## config.mk

```make
export PLATFORM = sky130hd
export DESIGN_NAME = jtag_cfg_tap
export DESIGN_NICKNAME = d
export VERILOG_FILES = /design/src/rtl/jtag_tap_pkg.sv /design/src/rtl/jtag_tap_fsm.sv /design/src/rtl/jtag_tap_ir.sv /design/src/rtl/jtag_tap_decode.sv /design/src/rtl/jtag_tap_dr.sv /design/src/rtl/jtag_cfg_tap.sv
export SDC_FILE = /design/constraint.sdc
export NUM_CORES = 1
export LEC_CHECK = 0
export ABC_AREA = 1
export BUFFER_PORTS_ARGS = -buffer_cell sky130_fd_sc_hd__buf_2
export CAP_MARGIN = 20
export CORE_MARGIN = 4
export CORE_UTILIZATION = 50
export CTS_CLUSTER_DIAMETER = 30
export CTS_CLUSTER_SIZE = 25
export DETAILED_ROUTE_END_ITERATION = 8
export PLACE_DENSITY = 0.78
export SLEW_MARGIN = 40
export SYNTH_ARGS = -nofsm -noshare
export SYNTH_HDL_FRONTEND = slang
export SYNTH_SLANG_ARGS = --single-unit
```

## constraint.sdc

```tcl
create_clock -name tck -period 2.1 [get_ports tck]
set_input_delay 0.21 -clock tck [delete_from_list [all_inputs] [get_ports tck]]
set_output_delay 0.21 -clock tck [all_outputs]
set_load 0.01 [all_outputs]
```

## src/rtl/jtag_tap_pkg.sv

```systemverilog
// Shared types for the configuration-aware test access port.
// Assumes a 3-bit instruction register and a 32-bit identification register.
package jtag_tap_pkg;

    localparam int IR_W = 3;
    localparam int ID_W = 32;

    localparam logic [6:0]  ID_FAMILY = 7'b0000010;
    localparam logic [8:0]  ID_ARRAY  = 9'b000001010;
    localparam logic [10:0] ID_MFR    = 11'b00001001001;

    typedef enum logic [3:0] {
        ST_RESET, ST_IDLE,
        ST_DR_SCAN, ST_DR_CAP, ST_DR_SHIFT, ST_DR_EXIT1, ST_DR_PAUSE, ST_DR_EXIT2, ST_DR_UPD,
        ST_IR_SCAN, ST_IR_CAP, ST_IR_SHIFT, ST_IR_EXIT1, ST_IR_PAUSE, ST_IR_EXIT2, ST_IR_UPD
    } tap_state_e;

    typedef enum logic [IR_W-1:0] {
        OP_EXTEST    = 3'b000,
        OP_SAMPLE    = 3'b001,
        OP_USER1     = 3'b010,
        OP_USER2     = 3'b011,
        OP_READBACK  = 3'b100,
        OP_CONFIGURE = 3'b101,
        OP_IDCODE    = 3'b110,
        OP_BYPASS    = 3'b111
    } opcode_e;

    typedef struct packed {
        logic byp;
        logic idc;
        logic bnd;
        logic usr1;
        logic usr2;
        logic rdbk;
        logic cfgp;
        logic ext;
    } dr_sel_t;

endpackage

```

## src/rtl/jtag_tap_fsm.sv

```systemverilog
// Sixteen-state controller sequencer, advanced by tms on rising tck.
// Assumes trst_n is sampled synchronously; low forces the reset state.
module jtag_tap_fsm
    import jtag_tap_pkg::*;
(
    input  logic       tck,
    input  logic       trst_n,
    input  logic       tms,
    output tap_state_e state
);

    tap_state_e nxt;

    // Next state from current state and tms.
    always_comb begin
        case (state)
            ST_RESET:    nxt = tms ? ST_RESET    : ST_IDLE;
            ST_IDLE:     nxt = tms ? ST_DR_SCAN  : ST_IDLE;
            ST_DR_SCAN:  nxt = tms ? ST_IR_SCAN  : ST_DR_CAP;
            ST_DR_CAP:   nxt = tms ? ST_DR_EXIT1 : ST_DR_SHIFT;
            ST_DR_SHIFT: nxt = tms ? ST_DR_EXIT1 : ST_DR_SHIFT;
            ST_DR_EXIT1: nxt = tms ? ST_DR_UPD   : ST_DR_PAUSE;
            ST_DR_PAUSE: nxt = tms ? ST_DR_EXIT2 : ST_DR_PAUSE;
            ST_DR_EXIT2: nxt = tms ? ST_DR_UPD   : ST_DR_SHIFT;
            ST_DR_UPD:   nxt = tms ? ST_DR_SCAN  : ST_IDLE;
            ST_IR_SCAN:  nxt = tms ? ST_RESET    : ST_IR_CAP;
            ST_IR_CAP:   nxt = tms ? ST_IR_EXIT1 : ST_IR_SHIFT;
            ST_IR_SHIFT: nxt = tms ? ST_IR_EXIT1 : ST_IR_SHIFT;
            ST_IR_EXIT1: nxt = tms ? ST_IR_UPD   : ST_IR_PAUSE;
            ST_IR_PAUSE: nxt = tms ? ST_IR_EXIT2 : ST_IR_PAUSE;
            ST_IR_EXIT2: nxt = tms ? ST_IR_UPD   : ST_IR_SHIFT;
            ST_IR_UPD:   nxt = tms ? ST_DR_SCAN  : ST_IDLE;
            default:     nxt = ST_RESET;
        endcase
    end

    // State register with synchronous test reset.
    always_ff @(posedge tck) begin
        if (!trst_n) state <= ST_RESET;
        else         state <= nxt;
    end

endmodule

```

## src/rtl/jtag_tap_ir.sv

```systemverilog
// Instruction shift stage and held instruction.
// Capture puts the inverted configuring flag in the MSB and 01 below it.
// The held instruction changes only in Update-IR or the reset state.
module jtag_tap_ir
    import jtag_tap_pkg::*;
(
    input  logic            tck,
    input  logic            trst_n,
    input  logic            tdi,
    input  logic            configuring,
    input  tap_state_e      state,
    output logic [IR_W-1:0] ir_sr,
    output opcode_e         ir_hold
);

    localparam logic [IR_W-1:0] CAP_LOW = IR_W'(1);

    logic [IR_W-1:0] cap_val;
    assign cap_val = {~configuring, CAP_LOW[IR_W-2:0]};

    // Capture and shift of the instruction stage.
    always_ff @(posedge tck) begin
        if (!trst_n)                    ir_sr <= '0;
        else if (state == ST_IR_CAP)    ir_sr <= cap_val;
        else if (state == ST_IR_SHIFT)  ir_sr <= {tdi, ir_sr[IR_W-1:1]};
    end

    // Held instruction: identification on reset, new code on update.
    always_ff @(posedge tck) begin
        if (!trst_n || state == ST_RESET) ir_hold <= OP_IDCODE;
        else if (state == ST_IR_UPD)      ir_hold <= opcode_e'(ir_sr);
    end

endmodule

```

## src/rtl/jtag_tap_decode.sv

```systemverilog
// Turns the held instruction into one data-register select.
// Codes not allowed in the present configuration phase fall back to bypass.
module jtag_tap_decode
    import jtag_tap_pkg::*;
(
    input  opcode_e ir_hold,
    input  logic    configuring,
    output dr_sel_t sel
);

    // Gate each code by the configuration phase.
    always_comb begin
        sel = '0;
        case (ir_hold)
            OP_SAMPLE:    sel.bnd = 1'b1;
            OP_IDCODE:    sel.idc = 1'b1;
            OP_EXTEST:    if (!configuring) begin sel.bnd = 1'b1; sel.ext = 1'b1; end
                          else sel.byp = 1'b1;
            OP_USER1:     if (!configuring) sel.usr1 = 1'b1; else sel.byp = 1'b1;
            OP_USER2:     if (!configuring) sel.usr2 = 1'b1; else sel.byp = 1'b1;
            OP_READBACK:  if (!configuring) sel.rdbk = 1'b1; else sel.byp = 1'b1;
            OP_CONFIGURE: if (!configuring) sel.cfgp = 1'b1; else sel.byp = 1'b1;
            default:      sel.byp = 1'b1;
        endcase
    end

endmodule

```

## src/rtl/jtag_tap_dr.sv

```systemverilog
// Internal data registers: one-bit bypass and identification register.
// Each register captures and shifts only while it is the selected one.
module jtag_tap_dr
    import jtag_tap_pkg::*;
#(
    parameter logic [3:0] ID_VERSION = 4'h0
) (
    input  logic       tck,
    input  logic       trst_n,
    input  logic       tdi,
    input  tap_state_e state,
    input  dr_sel_t    sel,
    output logic       int_tdo
);

    localparam logic [ID_W-1:0] ID_VALUE = {ID_VERSION, ID_FAMILY, ID_ARRAY, ID_MFR, 1'b1};

    logic            byp_q;
    logic [ID_W-1:0] id_q;

    // Bypass stage: capture zero, then shift tdi.
    always_ff @(posedge tck) begin
        if (!trst_n)                             byp_q <= 1'b0;
        else if (sel.byp && state == ST_DR_CAP)   byp_q <= 1'b0;
        else if (sel.byp && state == ST_DR_SHIFT) byp_q <= tdi;
    end

    // Identification register: capture constant, shift LSB first.
    always_ff @(posedge tck) begin
        if (!trst_n)                             id_q <= '0;
        else if (sel.idc && state == ST_DR_CAP)   id_q <= ID_VALUE;
        else if (sel.idc && state == ST_DR_SHIFT) id_q <= {tdi, id_q[ID_W-1:1]};
    end

    assign int_tdo = sel.idc ? id_q[0] : byp_q;

endmodule

```

## src/rtl/jtag_cfg_tap.sv

```systemverilog
// Top of the configuration-aware test access port.
// Retimes tdo to falling tck and exposes selects and strobes for the
// external chains, whose serial outputs return on ext_tdo.
module jtag_cfg_tap
    import jtag_tap_pkg::*;
#(
    parameter logic [3:0] ID_VERSION = 4'h0
) (
    input  logic tck,
    input  logic trst_n,
    input  logic tms,
    input  logic tdi,
    input  logic configuring,
    input  logic ext_tdo,
    output logic tdo,
    output logic tdo_oe,
    output logic sel_boundary,
    output logic sel_user1,
    output logic sel_user2,
    output logic sel_readback,
    output logic sel_configure,
    output logic extest_mode,
    output logic dr_capture,
    output logic dr_shift,
    output logic dr_update
);

    tap_state_e      state;
    logic [IR_W-1:0] ir_sr;
    opcode_e         ir_hold;
    dr_sel_t         sel;
    logic            int_tdo;
    logic            tdo_d;
    logic            in_shift;

    jtag_tap_fsm u_fsm (
        .tck(tck), .trst_n(trst_n), .tms(tms), .state(state)
    );

    jtag_tap_ir u_ir (
        .tck(tck), .trst_n(trst_n), .tdi(tdi), .configuring(configuring),
        .state(state), .ir_sr(ir_sr), .ir_hold(ir_hold)
    );

    jtag_tap_decode u_dec (
        .ir_hold(ir_hold), .configuring(configuring), .sel(sel)
    );

    jtag_tap_dr #(.ID_VERSION(ID_VERSION)) u_dr (
        .tck(tck), .trst_n(trst_n), .tdi(tdi), .state(state),
        .sel(sel), .int_tdo(int_tdo)
    );

    assign in_shift = (state == ST_IR_SHIFT) || (state == ST_DR_SHIFT);

    // Serial source for the current shift state.
    always_comb begin
        if (state == ST_IR_SHIFT)       tdo_d = ir_sr[0];
        else if (state == ST_DR_SHIFT)  tdo_d = (sel.byp || sel.idc) ? int_tdo : ext_tdo;
        else                            tdo_d = 1'b0;
    end

    // Output retiming on falling tck.
    always_ff @(negedge tck) begin
        if (!trst_n) begin
            tdo    <= 1'b0;
            tdo_oe <= 1'b0;
        end else begin
            tdo    <= tdo_d;
            tdo_oe <= in_shift;
        end
    end

    assign sel_boundary  = sel.bnd;
    assign sel_user1     = sel.usr1;
    assign sel_user2     = sel.usr2;
    assign sel_readback  = sel.rdbk;
    assign sel_configure = sel.cfgp;
    assign extest_mode   = sel.ext;
    assign dr_capture    = (state == ST_DR_CAP);
    assign dr_shift      = (state == ST_DR_SHIFT);
    assign dr_update     = (state == ST_DR_UPD);

endmodule

```

**Word level (Yosys, flattened, before mapping)**

Cells that the tools add are included.
Widths: inputs -> output; s select.

- Register bits after elaboration: 45
- Input bits: 6
- Output and inout port bits: 11
- Logic and storage cells: 83

- Equal/unequal tests: 21
- Multiplexer cells: 31
- Bitwise logic cells: 2
- Reduce and logical (&&, ||, !) cells: 20

Operators by type and width:

| kind | number |
|---|---|
| $pmux 4 s12 | 1 |
| $mux 23 | 2 |
| $eq 4x4->1 const B | 8 |
| $eq 4x3->1 const B | 4 |
| $mux 4 | 4 |
| $mux 1 | 15 |
| $mux 3 | 4 |
| $reduce_or 2->1 | 6 |
| $eq 3x3->1 const B | 3 |
| $eq 4x2->1 const B | 2 |
| $eq 3x2->1 const B | 2 |
| $mux 2 | 3 |
| $reduce_or 5->1 | 1 |
| $eq 4x1->1 const B | 1 |
| $logic_and 1x1->1 | 4 |
| $logic_not 4->1 | 1 |
| $pmux 1 s2 | 2 |
| $reduce_bool 2->1 | 2 |
| $eq 3x1->1 const B | 1 |
| $logic_not 3->1 | 1 |
| $logic_or 1x1->1 | 3 |
| $reduce_or 3->1 | 1 |
| $not 1->1 | 2 |
| $logic_not 1->1 | 1 |

**Longest topological paths before layout**

- Depth after elaboration: 7
- Mapped depth: 9
- Gate-level depth less buffers: 9

**By module**

From an unflattened synthesis, not the netlist that was laid out.

- Cells, all modules: 322
- Area total of the unflattened synthesis: 2260.9 µm²

Modules (own cells, without submodules):

| module | times used | cells each | area an instance (µm²) | sequential area each (µm²) |
|---|---|---|---|---|
| jtag_tap_dr | 1 | 165 | 1327.5 | 660.6 |
| jtag_tap_fsm | 1 | 64 | 392.9 | 80.1 |
| jtag_tap_ir | 1 | 47 | 305.3 | 120.1 |
| jtag_cfg_tap | 1 | 24 | 137.6 | 40.0 |
| jtag_tap_decode | 1 | 22 | 97.6 | 0.0 |

==> impl_results.rst <==
.. list-table::
   :header-rows: 1

   * - Metric
     - Value
   * - Run status
     - complete, no violations
   * - Synthesized net count
     - 281
   * - Number of hold buffers added after CTS
     - 0
   * - Count of placed standard cells in the final layout, fillers left out
     - 357
   * - Combined area of all synthesized cells
     - 0.00215 mm²
   * - Per-instance average area after synthesis
     - 7.83 µm²
   * - Initial Util
     - 52.7%
   * - Worst hold path stage count
     - 2
   * - Depth of the worst register-to-register path
     - 6
   * - Diode insertion count for antenna repair
     - 0
   * - Req. time, crit path
     - 1.89 ns
   * - Routability congestion estimate
     - 0.935
   * - Fin nets
     - 312
   * - Pwr per Cell Area
     - 636 mW/mm²
   * - Maximum number of pins on one net before global-route repair
     - 35
   * - Worst path max stage delay
     - 0.31 ns
   * - Vias post-DR
     - 1813
   * - IR Drop Worst-Case VDD
     - 0.290 mV
   * - Cell total after placement
     - 348
   * - Worst-path cell chain
     - buf_2
   * - Area of combinational cells with multiple inputs
     - 0.00106 mm²
   * - Setup tns final
     - 0 ns
   * - Leakage power summed over all cells
     - 0.992 nW
   * - Buffering stage count on the worst path with inverters included
     - 1
   * - Fill count
     - 387
   * - Height of the chip
     - 73.6 µm
   * - Layout cell share with drive strength beyond 1
     - 33.9%
   * - Floorplan core area
     - 0.00409 mm²
   * - Kind of path behind the tightest hold check
     - in2reg
   * - CP endpoint kind
     - output pin
   * - Largest cells by area after synthesis
     - sky130_fd_sc_hd__dfxtp_1 42%, sky130_fd_sc_hd__nand2_1 11%, sky130_fd_sc_hd__a21oi_2 8.1%
   * - Cell chosen for the clock root
     - sky130_fd_sc_hd__clkbuf_8
   * - Number of clock buffers inserted by TritonCTS
     - 5
   * - Synth-to-layout area growth
     - 12.4%
   * - Wire length on met1
     - 1.97 mm
   * - Number of core rows
     - 23
   * - Reg-to-reg endpoint
     - tdo_oe
   * - Wire length on met3
     - 193 µm
   * - Via-to-Cell Ratio
     - 5.08
   * - Hold Fails Final Rpt
     - 0
   * - Worst setup path category
     - reg2out
   * - CP delay by family, top
     - flip-flops
   * - H-tree lvl count
     - 2
   * - Max layer used
     - met4
   * - Clk slew on worst S/H paths
     - 0.08 ns
   * - Max-Cap Viols
     - 0
   * - Worst max-slew margin expressed relative to the limit
     - 74.3%
   * - Slew Limit Fails
     - 0
   * - Met2 wire length
     - 1.94 mm
   * - Sequential cell area in the final layout
     - 907 µm²
   * - Unrepaired setup endpoints after global routing
     - false
   * - Distinct cell type count of the synthesized netlist
     - 28
   * - Biggest area consumer among synthesized cells
     - sky130_fd_sc_hd__dfxtp_1
   * - Number of nets with antenna violations after detailed routing
     - 0
   * - Remaining routing DRC violations
     - 0
   * - Setup slack of the worst register-to-register path
     - 0.10 ns
   * - Post-synthesis cell count
     - 275
   * - Share of the yosys chip area belonging to registers
     - 41.8%
   * - Port Buffer Count
     - 16
   * - Clock tree from TritonCTS
     - yes
   * - Remaining global-route overflow
     - 0
   * - IO Count
     - 17
   * - Tightest Pin Transition
     - 0.385 ns
   * - Clock latency on the worst-skew pair
     - 0.35 ns
   * - Worst-path fanout max
     - 1
   * - Overall track demand over capacity in global routing
     - 16.9%
   * - Width of the chip
     - 73.6 µm
   * - Commonest cells after routing, fill and taps aside
     - 65 x sky130_fd_sc_hd__nand2_1, 40 x sky130_fd_sc_hd__dfxtp_1, 29 x sky130_fd_sc_hd__nor2_1
   * - Number of buffers between clock root and the deepest sink
     - 2
   * - Critical-path top delay cell
     - sky130_fd_sc_hd__dfxtp_1
   * - Final core utilization
     - 59.3%
   * - Portion of synthesized cell area occupied by the leading cell type
     - 41.8%
   * - Arrival time of the worst setup path
     - 1.83 ns
   * - Post-Route WL
     - 4.22 mm
   * - Reg-to-Reg Start
     - u_fsm.state[3]
   * - Routed wire per std cell
     - 11.8 µm
   * - Launch instance of the worst min-delay path
     - tms
   * - Worst Hold End
     - u_fsm.state[0]
   * - Maximum clock skew at final layout
     - 0.0522 ns
   * - Critical path startpoint category
     - register
   * - Area of the die
     - 0.00542 mm²
   * - TritonRoute pass-1 iters
     - 4
   * - Most common cell after layout, fill and taps aside
     - sky130_fd_sc_hd__nand2_1
   * - FF+latch count, synth
     - 45
   * - Setup-failing EPs final
     - 0
   * - Initial antenna violation count
     - 0
   * - Number of global-route vias before repair
     - 1589
   * - Detailed router's first-iteration violation count
     - 88
   * - First-pass GRT wire length
     - 7.07 mm
   * - Warnings from Yosys
     - 0
   * - HPWL reported at the end of detailed placement
     - 2.99 mm
   * - Clock sink total
     - 45
-- worst max path at each step --
stage | from | to | slack, ns | cells past startpoint
after floorplan | u_fsm.state[1] | tdo | 0.03 | 8
after global placement | u_fsm.state[0] | tdo | 0.04 | 5
after detailed placement | u_fsm.state[2] | tdo | 0.02 | 6
after CTS | u_fsm.state[2] | tdo | 0.04 | 6
after global routing | u_fsm.state[3] | tdo_oe | 0.01 | 6
final | tdo_oe | tdo_oe | 0.06 | 1
-- routing by layer --
layer	vias to the layer above	GRT usage, %
met5	-	0
met4	0	9.26
met3	11	3.83
met2	52	26.9
met1	810	21.0
li1	940	-
-- sequential cells by signal (all words and copies together), names as in the netlist --
name	flops
u_fsm.state	4
tdo	1
u_dr.byp_q	1
tdo_oe	1
u_ir.ir_sr	3
u_ir.ir_hold	3
u_dr.id_q	32
-- through the flow --
stage	total power (W)	setup WS [ns]	hold WS, ns	area [µm²]
6_report	0.00154	0.0587	0.178	2420
5_1_grt	0.00160	0.0104	0.188	2420
4_1_cts	0.00155	0.0372	0.174	2410
3_5_place_dp	0.00101	0.0167	0.454	2320
3_3_place_gp	0.00101	0.0446	0.445	2320
2_1_floorplan	0.000988	0.0267	0.346	2160
-- layout make-up --
type	instances	share of cell area, %
multi-input cells	198	43.8
clock inverters	5	1.19
flip-flops and latches	45	37.4
inverters	20	3.31
clock buffers	5	2.84
repair buffers	34	8.88
well taps	50	2.58
-- power by group --
group          switching, W  internal (W)  total (W)
clock              0.000313      0.000239   0.000552
combinational     0.0000767     0.0000366   0.000113
sequential       0.00000977      0.000865   0.000874
-- cells by family after synthesis --
family	after synthesis	share of synthesized area, %
and+or+nand+nor	142	31.8
AOI/OAI and AO/OA	56	17.2
DFF	45	41.8
buffers and inverters	32	9.23
-- what timing repair did --
| item | CTS | global route |
|---|---|---|
| setup buffers | 0 | 0 |
| gates resized for setup | 0 | 6 |
| endpoints found under the setup margin | 0 | 2 |
-- Yosys cell counts --
cell type                  number
sky130_fd_sc_hd__inv_2          3
sky130_fd_sc_hd__clkbuf_1       2
sky130_fd_sc_hd__a21oi_2       20
sky130_fd_sc_hd__nor2_2         2
sky130_fd_sc_hd__a211oi_1       1
sky130_fd_sc_hd__buf_4          2
sky130_fd_sc_hd__clkinv_4       1
sky130_fd_sc_hd__nor2_8         2
sky130_fd_sc_hd__nand3_1       10
sky130_fd_sc_hd__nor2_1        31
sky130_fd_sc_hd__o21ai_0        9
sky130_fd_sc_hd__nand2_1       65
sky130_fd_sc_hd__nor3_1         2
sky130_fd_sc_hd__o211ai_1       5
sky130_fd_sc_hd__buf_12         2
sky130_fd_sc_hd__nand2_2       24
sky130_fd_sc_hd__clkbuf_4       1
sky130_fd_sc_hd__dfxtp_1       45
sky130_fd_sc_hd__clkinv_1       1
sky130_fd_sc_hd__buf_6          4
sky130_fd_sc_hd__nand2_4        2
sky130_fd_sc_hd__nand2_8        1
sky130_fd_sc_hd__nand4_1        1
sky130_fd_sc_hd__a21oi_1       17
sky130_fd_sc_hd__nor4_1         1
sky130_fd_sc_hd__o21ai_1        4
sky130_fd_sc_hd__inv_1         16
sky130_fd_sc_hd__and3_1         1
Power figures use the tool's default switching activity.
